[src/rtl/psram_seq_pkg.sv]
package psram_seq_pkg;

  typedef enum logic [3:0] {
    ST_PU,
    ST_CHR,
    ST_RST_LOW,
    ST_RST_REC,
    ST_GR_FRAME,
    ST_IDLE,
    ST_DPD_FRAME,
    ST_DPD_HOLD,
    ST_DPD,
    ST_XCE_LOW,
    ST_XCE_WAIT
  } seq_state_e;

  typedef struct packed {
    logic       ce_n;
    logic       reset_n;
    logic       clk_en;
    logic       dq_oe;
    logic [7:0] dq;
    logic       ready;
    logic       busy;
    logic       in_dpd;
  } pin_s;

  localparam logic [7:0] CMD_GLOBAL_RST = 8'hFF;
  localparam logic [7:0] CMD_REG_WRITE  = 8'h40;
  localparam logic [7:0] MODE_REG_ADDR  = 8'h04;
  localparam int unsigned FRAME_LEN     = 8;

  // Round a nanosecond interval up to whole clocks, never below one.
  function automatic int unsigned ns2cyc(input longint unsigned ns,
                                         input longint unsigned khz);
    longint unsigned c;
    c = (ns * khz + 64'd999999) / 64'd1000000;
    if (c == 64'd0) c = 64'd1;
    return c[31:0];
  endfunction

  function automatic int unsigned cmax(input int unsigned a, input int unsigned b);
    return (a > b) ? a : b;
  endfunction

endpackage

[src/rtl/psram_seq_rsync.sv]
module psram_seq_rsync #(
  parameter int STAGES = 2
) (
  input  logic clk_i,
  input  logic rst_ni,
  output logic srst_no
);
  logic [STAGES-1:0] sync_q;

  generate
    for (genvar g = 0; g < STAGES; g++) begin : g_stage
      always_ff @(posedge clk_i or negedge rst_ni) begin
        if (!rst_ni) sync_q[g] <= 1'b0;
        else if (g == 0) sync_q[g] <= 1'b1;
        else sync_q[g] <= sync_q[(g == 0) ? 0 : g-1];
      end
    end
  endgenerate

  assign srst_no = sync_q[STAGES-1];
endmodule

[src/rtl/psram_seq_timer.sv]
module psram_seq_timer #(
  parameter int          W       = 8,
  parameter logic [W-1:0] RST_VAL = '0
) (
  input  logic         clk_i,
  input  logic         rst_ni,
  input  logic         load_i,
  input  logic [W-1:0] val_i,
  output logic [2:0]   lsb_o,
  output logic         done_o
);
  logic [W-1:0] cnt_q, cnt_d;
  logic         cnt_en;

  assign cnt_en = load_i || (cnt_q != '0);

  always_comb begin
    if (load_i) cnt_d = val_i;
    else        cnt_d = cnt_q - 1'b1;
  end

  always_ff @(posedge clk_i or negedge rst_ni) begin
    if (!rst_ni)     cnt_q <= RST_VAL;
    else if (cnt_en) cnt_q <= cnt_d;
  end

  assign done_o = (cnt_q == '0);
  assign lsb_o  = cnt_q[2:0];
endmodule

[src/rtl/psram_seq_gap.sv]
module psram_seq_gap #(
  parameter int GAP = 16
) (
  input  logic clk_i,
  input  logic rst_ni,
  input  logic restart_i,
  output logic ok_o
);
  localparam int GW = $clog2(GAP + 1);
  localparam logic [GW-1:0] GAP_V = GW'(GAP);

  logic [GW-1:0] cnt_q, cnt_d;
  logic          cnt_en;

  assign cnt_en = restart_i || (cnt_q != GAP_V);
  assign cnt_d  = restart_i ? '0 : cnt_q + 1'b1;

  always_ff @(posedge clk_i or negedge rst_ni) begin
    if (!rst_ni)     cnt_q <= '0;
    else if (cnt_en) cnt_q <= cnt_d;
  end

  assign ok_o = (cnt_q == GAP_V);
endmodule

[src/rtl/psram_seq_frame.sv]
module psram_seq_frame
  import psram_seq_pkg::*;
(
  input  logic [2:0]  idx_i,
  input  logic [14:0] cfg_i,
  output logic [7:0]  byte_o
);
  // Byte order on the lane is fixed by the memory's command decoder.
  always_comb begin
    unique case (idx_i)
      3'd0, 3'd1: byte_o = CMD_REG_WRITE;
      3'd3:       byte_o = MODE_REG_ADDR;
      3'd6:       byte_o = {1'b0, cfg_i[14:8]};
      3'd7:       byte_o = cfg_i[7:0];
      default:    byte_o = 8'h00;
    endcase
  end
endmodule

[src/rtl/psram_pwr_seq.sv]
module psram_pwr_seq
  import psram_seq_pkg::*;
#(
  parameter int unsigned CLK_KHZ    = 100000,
  parameter int unsigned T_PU_NS    = 150000,
  parameter int unsigned T_RP_NS    = 1000,
  parameter int unsigned T_RST_NS   = 2000,
  parameter int unsigned T_CHR_NS   = 20,
  parameter int unsigned T_DPD_NS   = 500000,
  parameter int unsigned T_DPDP_NS  = 500000,
  parameter int unsigned T_XPD_NS   = 60,
  parameter int unsigned T_XDPD_NS  = 150000,
  parameter int unsigned T_RCH_NS   = 150000,
  parameter int unsigned GR_LEN     = 4,
  parameter int          SYNC_STAGES = 2
) (
  input  logic        clk_i,
  input  logic        rst_ni,
  input  logic        init_sel_i,
  input  logic        dpd_enter_i,
  input  logic        dpd_exit_i,
  input  logic        exit_sel_i,
  input  logic [14:0] mode_cfg_i,
  input  logic        mr_done_i,
  output logic        ce_n_o,
  output logic        reset_n_o,
  output logic        clk_en_o,
  output logic [7:0]  dq_o,
  output logic        dq_oe_o,
  output logic        ready_o,
  output logic        busy_o,
  output logic        in_dpd_o,
  output logic        mr_reprog_o
);
  localparam int unsigned PU_CYC   = ns2cyc(T_PU_NS,   CLK_KHZ);
  localparam int unsigned RP_CYC   = ns2cyc(T_RP_NS,   CLK_KHZ);
  localparam int unsigned RST_CYC  = ns2cyc(T_RST_NS,  CLK_KHZ);
  localparam int unsigned CHR_CYC  = ns2cyc(T_CHR_NS,  CLK_KHZ);
  localparam int unsigned DPD_CYC  = ns2cyc(T_DPD_NS,  CLK_KHZ);
  localparam int unsigned DPDP_CYC = ns2cyc(T_DPDP_NS, CLK_KHZ);
  localparam int unsigned XPD_CYC  = ns2cyc(T_XPD_NS,  CLK_KHZ);
  localparam int unsigned XDPD_CYC = ns2cyc(T_XDPD_NS, CLK_KHZ);
  localparam int unsigned RCH_CYC  = ns2cyc(T_RCH_NS,  CLK_KHZ);
  localparam int unsigned TMAX = cmax(cmax(cmax(PU_CYC, DPD_CYC), cmax(XDPD_CYC, RCH_CYC)),
                                      cmax(cmax(RP_CYC, RST_CYC),
                                           cmax(cmax(CHR_CYC, XPD_CYC), cmax(FRAME_LEN, GR_LEN))));
  localparam int TW = $clog2(TMAX + 1);

  logic          srst_n;
  seq_state_e    state_q, state_d;
  logic          ld;
  logic [TW-1:0] ld_val;
  logic [2:0]    t_lsb;
  logic          t_done;
  logic          gap_rst, gap_ok;
  logic          rexit_q, rexit_d;
  logic          reprog_q, reprog_d;
  logic [2:0]    f_idx;
  logic [7:0]    f_byte;
  pin_s          pins_d, pins_q;

  psram_seq_rsync #(.STAGES(SYNC_STAGES)) u_rsync (
    .clk_i(clk_i), .rst_ni(rst_ni), .srst_no(srst_n)
  );

  psram_seq_timer #(.W(TW), .RST_VAL(TW'(PU_CYC - 1))) u_timer (
    .clk_i(clk_i), .rst_ni(srst_n), .load_i(ld), .val_i(ld_val),
    .lsb_o(t_lsb), .done_o(t_done)
  );

  psram_seq_gap #(.GAP(DPDP_CYC)) u_gap (
    .clk_i(clk_i), .rst_ni(srst_n), .restart_i(gap_rst), .ok_o(gap_ok)
  );

  assign f_idx = 3'(FRAME_LEN - 1) - t_lsb;

  psram_seq_frame u_frame (
    .idx_i(f_idx), .cfg_i(mode_cfg_i), .byte_o(f_byte)
  );

  // Next-state logic.
  always_comb begin
    state_d  = state_q;
    ld       = 1'b0;
    ld_val   = '0;
    gap_rst  = 1'b0;
    rexit_d  = rexit_q;
    reprog_d = reprog_q;
    if (state_q == ST_IDLE && mr_done_i) reprog_d = 1'b0;
    unique case (state_q)
      ST_PU: if (t_done) begin
        ld = 1'b1;
        if (init_sel_i) begin
          state_d = ST_GR_FRAME;
          ld_val  = TW'(GR_LEN - 1);
        end else begin
          state_d = ST_CHR;
          ld_val  = TW'(CHR_CYC - 1);
        end
      end
      ST_CHR: if (t_done) begin
        state_d = ST_RST_LOW;
        ld      = 1'b1;
        ld_val  = TW'(RP_CYC - 1);
      end
      ST_RST_LOW: if (t_done) begin
        state_d = ST_RST_REC;
        ld      = 1'b1;
        ld_val  = rexit_q ? TW'(RCH_CYC - 1) : TW'(RST_CYC - 1);
      end
      ST_GR_FRAME: if (t_done) begin
        state_d = ST_RST_REC;
        ld      = 1'b1;
        ld_val  = TW'(RST_CYC - 1);
      end
      ST_RST_REC: if (t_done) begin
        state_d = ST_IDLE;
        gap_rst = 1'b1;
        if (rexit_q) reprog_d = 1'b1;
        rexit_d = 1'b0;
      end
      ST_IDLE: if (dpd_enter_i && gap_ok) begin
        state_d = ST_DPD_FRAME;
        ld      = 1'b1;
        ld_val  = TW'(FRAME_LEN - 1);
      end
      ST_DPD_FRAME: if (t_done) begin
        state_d = ST_DPD_HOLD;
        ld      = 1'b1;
        ld_val  = TW'(DPD_CYC - 1);
      end
      ST_DPD_HOLD: if (t_done) state_d = ST_DPD;
      ST_DPD: if (dpd_exit_i) begin
        ld = 1'b1;
        if (exit_sel_i) begin
          state_d = ST_CHR;
          ld_val  = TW'(CHR_CYC - 1);
          rexit_d = 1'b1;
        end else begin
          state_d = ST_XCE_LOW;
          ld_val  = TW'(XPD_CYC - 1);
        end
      end
      ST_XCE_LOW: if (t_done) begin
        state_d = ST_XCE_WAIT;
        ld      = 1'b1;
        ld_val  = TW'(XDPD_CYC - 1);
      end
      ST_XCE_WAIT: if (t_done) begin
        state_d = ST_IDLE;
        gap_rst = 1'b1;
      end
      default: state_d = ST_PU;
    endcase
  end

  // Pin decode from the current state; registered below.
  always_comb begin
    pins_d         = '0;
    pins_d.ce_n    = 1'b1;
    pins_d.reset_n = 1'b1;
    pins_d.busy    = 1'b1;
    unique case (state_q)
      ST_RST_LOW: pins_d.reset_n = 1'b0;
      ST_GR_FRAME: begin
        pins_d.ce_n   = 1'b0;
        pins_d.clk_en = 1'b1;
        pins_d.dq_oe  = 1'b1;
        pins_d.dq     = CMD_GLOBAL_RST;
      end
      ST_IDLE: begin
        pins_d.ready = 1'b1;
        pins_d.busy  = 1'b0;
      end
      ST_DPD_FRAME: begin
        pins_d.ce_n   = 1'b0;
        pins_d.clk_en = 1'b1;
        pins_d.dq_oe  = 1'b1;
        pins_d.dq     = f_byte;
      end
      ST_DPD_HOLD: pins_d.in_dpd = 1'b1;
      ST_DPD: begin
        pins_d.in_dpd = 1'b1;
        pins_d.busy   = 1'b0;
      end
      ST_XCE_LOW: pins_d.ce_n = 1'b0;
      default: ;
    endcase
  end

  always_ff @(posedge clk_i or negedge srst_n) begin
    if (!srst_n) begin
      state_q        <= ST_PU;
      rexit_q        <= 1'b0;
      reprog_q       <= 1'b0;
      pins_q         <= '0;
      pins_q.ce_n    <= 1'b1;
      pins_q.reset_n <= 1'b1;
      pins_q.busy    <= 1'b1;
    end else begin
      state_q  <= state_d;
      rexit_q  <= rexit_d;
      reprog_q <= reprog_d;
      pins_q   <= pins_d;
    end
  end

  assign ce_n_o      = pins_q.ce_n;
  assign reset_n_o   = pins_q.reset_n;
  assign clk_en_o    = pins_q.clk_en;
  assign dq_o        = pins_q.dq;
  assign dq_oe_o     = pins_q.dq_oe;
  assign ready_o     = pins_q.ready;
  assign busy_o      = pins_q.busy;
  assign in_dpd_o    = pins_q.in_dpd;
  assign mr_reprog_o = reprog_q;
endmodule

[config.mk]
export PLATFORM = sky130hd
export DESIGN_NAME = psram_pwr_seq
export DESIGN_NICKNAME = d
export VERILOG_FILES = /design/src/rtl/psram_seq_pkg.sv /design/src/rtl/psram_seq_rsync.sv /design/src/rtl/psram_seq_timer.sv /design/src/rtl/psram_seq_gap.sv /design/src/rtl/psram_seq_frame.sv /design/src/rtl/psram_pwr_seq.sv
export SDC_FILE = /design/constraint.sdc
export NUM_CORES = 1
export LEC_CHECK = 0
export CELL_PAD_IN_SITES_DETAIL_PLACEMENT = 0
export CELL_PAD_IN_SITES_GLOBAL_PLACEMENT = 1
export CORE_MARGIN = 2
export CORE_UTILIZATION = 25
export CTS_BUF_LIST = sky130_fd_sc_hd__clkbuf_2
export DETAILED_ROUTE_END_ITERATION = 10
export PLACE_DENSITY = 0.61
export SLEW_MARGIN = 20
export SYNTH_ARGS = -nofsm -noshare
export SYNTH_HDL_FRONTEND = slang
export SYNTH_SLANG_ARGS = --single-unit
[constraint.sdc]
create_clock -name clk_i -period 3.4 [get_ports clk_i]
set_input_delay 0.68 -clock clk_i [delete_from_list [all_inputs] [get_ports clk_i]]
set_output_delay 0.68 -clock clk_i [all_outputs]
set_load 0.005 [all_outputs]
==> flow_metrics.py <==
metrics = {
    "status": {
        "run_status": "complete, no violations",
    },
    "clock_network": {
        "post_cts_buffers": 0,
        "cts_root_buf": "clkbuf_2",
        "worstSkewPairLatency_ns": 0.45,
        "cts_buffer_depth": 2,
        "cts_made_buffers": 5,
        "ctsHoldBuffers": 0,
        "cts_tree": "yes",
        "post_cts_resized": 0,
        "cts.htree.levels": 2,
        "cts.sinks": 54,
        "path_clk_slew_ns": 0.28,
    },
    "critical_path": {
        "critPathRequiredTime_ns": 3.73,
        "cp_cell_sequence": "inv_1 -> ha_1 -> nor4b_1 -> nand4_2 -> or2_4 -> nor2_4 -> nor2_1",
        "r2r_cells": 7,
        "critPathKind": "reg2reg",
        "critical_path.max_stage_delay_ns": 0.46,
        "cp_slowest_cell": "dfstp_2",
        "r2r-start": "u_timer.cnt_q[0]",
        "worst_setup_path_start_kind": "flop",
        "worstPathArrival_ns": 2.84,
        "reg2reg_to": "u_gap.cnt_q[12]",
        "end_kind": "flop",
        "startpoint": "u_timer.cnt_q[0]",
        "rrSetupSlack_ns": 0.89,
        "crit_end": "u_gap.cnt_q[12]",
        "crit_fanout": 16,
    },
    "final_layout": {
        "syn_to_final_growth_pct": 17.5,
        "drive_gt1_frac": 0.108,
        "post-route-util": 0.301,
        "n_fill_cell": 1277,
        "diodes": 0,
        "nNetsFinal": 381,
    },
    "global_route": {
        "grt-ovfl-total": 0,
        "antenna_found_initial": 0,
        "grt_pass1_vias": 2377,
        "grt_first_pass_wirelength_mm": 12.3,
        "grt_usage": 0.117,
        "grt_max_degree": 36,
    },
    "pwr": {
        "irDropWorstVdd_mv": 0.120,
        "swShare": 0.236,
        "p_int_uw": 719,
        "switchingPower_uw": 222,
        "power_leakage_uw": 0.00139,
        "p_per_area_nw_per_um2": 260,
        "share_comb_of_total_power": 0.035,
        "p_clk_frac": 0.269,
        "seqPwrFrac": 0.696,
    },
    "sta": {
        "setup_tns_ns": 0,
        "grt_setup_unrepaired": "false",
        "worstMarginPinSlew_ns": 0.837,
        "max_slew_margin": 0.442,
        "timing.final.crit_share": 0.738,
        "fin_skew_ns": 0.0325,
        "finalSetupViolCount": 0,
        "slew_viol_final": 0,
        "finalHoldViolations": 0,
        "fin_crit_ns": 2.51,
        "hold_ws_ns": 0.356,
        "setup_slack_ns": 0.890,
        "max_freq_ghz": 0.398,
    },
    "synthesis": {
        "syn_nets": 349,
        "synth_cells": 320,
        "avgSynthCellArea_sq_um": 9.63,
        "yosysSeqAreaShare": 0.443,
        "synth-edff-count": 0,
        "ys.flop_type": "dfrtp_1",
        "synthArstFlopShare": 1.00,
        "syn_area_sq_um": 3080,
        "ys_warn_count": 0,
        "synth_seq_cells": 54,
        "synth_cell_types": 64,
    },
    "floorplanning": {
        "dieArea_sq_um": 13200,
        "start_util": 0.257,
        "die_h_um": 115,
        "rows": 40,
        "io_pins": 38,
        "coreArea_sq_um": 12000,
        "dieWidth_um": 115,
    },
    "run": {
        "drv_cap": 0,
    },
    "detailed_routing": {
        "drc_errors": 0,
        "drt_first_iter_violations": 100,
        "first_pass_iters": 4,
        "drt.antenna.violating_nets": 0,
        "wl_per_cell_um": 14.9,
        "wirelength_mm": 7.45,
        "via_per_inst": 4.90,
        "via_count": 2452,
    },
    "placement": {
        "hpwl_mm": 5.32,
        "pre_cts_ws_ns": 0.902,
        "portBuffers": 37,
        "place_congestion": 0.817,
    },
    "min_path": {
        "min_path_type": "reg2async",
    },
}
[Yosys cell counts, drive strengths merged (4+ instances only)]
cell	n	share of area
o21a	4	0.0097
nand4	7	0.016
o21ai	22	0.039
nor2	39	0.050
a21oi	12	0.019
dfrtp	42	0.34
xor2	19	0.054
clkbuf	5	0.0061
a22oi	5	0.012
dfstp	12	0.10
nor4b	4	0.013
nor3	11	0.022
nor2b	5	0.010
nand2	24	0.029
buf	9	0.017
inv	8	0.0097
ha	7	0.028
xnor2	9	0.026
nand3	14	0.024
and3	4	0.0081
[routing by layer]
metal  part of all wire  up-vias  wire length, um  track usage
met4              0.019        0              142       0.0353
met3              0.049       10              364       0.0253
met2               0.44       70             3280        0.179
li1                   -     1208                -            -
met1               0.49     1164             3660        0.166
met5                  0        -                0            0
[cells in the final DEF (no fill, tap or decap), drive strengths merged, types with 3 or more instances in the layout]
cell           count
dfstp             12
inv                8
o31ai              3
dfrtp             42
nand2             24
clkdlybuf4s50     37
o22ai              3
a22o               3
mux2i              3
nand2b             3
and4               3
clkinv             3
xor2              19
and3               4
ha                 7
o21ai             22
nor4               3
o31a               3
nor3              11
nor4b              4
clkbuf             6
nand4              7
a22oi              5
a21oi             12
nor2              39
nand3             14
xnor2              9
nor2b              5
o21a               4
[power by group through the flow]
stage               Sequential, uW  Combinational (uW)  Clock, uW
floorplan                      665                1.47          0
global placement               665                33.1          0
detailed placement             665                32.9          0
CTS                            656                33.3        275
global route                   657                35.4        294
finish                         655                33.0        253
[worst min path at each step]
| stage | start | end | slack [ns] | cells after the start |
|---|---|---|---|---|
| final | u_rsync.srst_no | state_q[2] | 0.36 | 0 |
| after global routing | rst_ni | u_rsync.srst_no | 0.30 | 1 |
| after CTS | rst_ni | u_rsync.srst_no | 0.35 | 1 |
| after detailed placement | u_rsync.sync_q[0] | u_rsync.srst_no | 0.34 | 0 |
| after global placement | u_rsync.sync_q[0] | u_rsync.srst_no | 0.34 | 0 |
| after floorplan | u_rsync.sync_q[0] | u_rsync.srst_no | 0.33 | 0 |
[logic make-up (layout without fill, tap and decap cells)]
logic type | Yosys count | after routing | synth area share
compound gates | 68 | 68 | 0.147
xor+xnor | 28 | 28 | 0.0796
fa+ha+maj | 7 | 7 | 0.0284
buf+inv | 23 | 56 | 0.0337
flops | 54 | 54 | 0.443
mux | 4 | 4 | 0.0134
other cells | 1 | 1 | 0.00122
simple gates | 135 | 135 | 0.253
[state kept, by name, summed over array words and instances, names as in the netlist]
name,cells
ce_n_o,1
u_timer.cnt_q,16
state_q,4
reset_n_o,1
mr_reprog_o,1
ready_o,1
dq_o,8
u_gap.cnt_q,16
busy_o,1
rexit_q,1
u_rsync.srst_no,1
u_rsync.sync_q,1
clk_en_o,1
in_dpd_o,1
[metrics by stage]
stage                     cell area, sq um  total power, uW  cells
after floorplan                       3080              666    320
after detailed placement              3580              698    492
final                                 3620              941    500
after global routing                  3620              987    500
after CTS                             3620              964    500
after global placement                3580              698    492
[critical path: cells and delay by family (launching register included)]
| family | cells | cell delay [ns] |
|---|---|---|
| adders and majority gates | 1 | 0.28 |
| and+or+nand+nor | 5 | 1.55 |
| buffers and inverters | 1 | 0.10 |
| DFF | 1 | 0.46 |
[layout make-up]
class,instances,area (sq um),share of cell area
multi-input cells,243,1610,0.445
well taps,147,184,0.0508
flip-flops and latches,54,1370,0.378
inverters,9,33.8,0.00933
clock inverters,2,8.76,0.00242
clock buffers,6,30.0,0.00829
repair buffers,39,385,0.106
No activity file was read; power rests on OpenSTA's default activity.
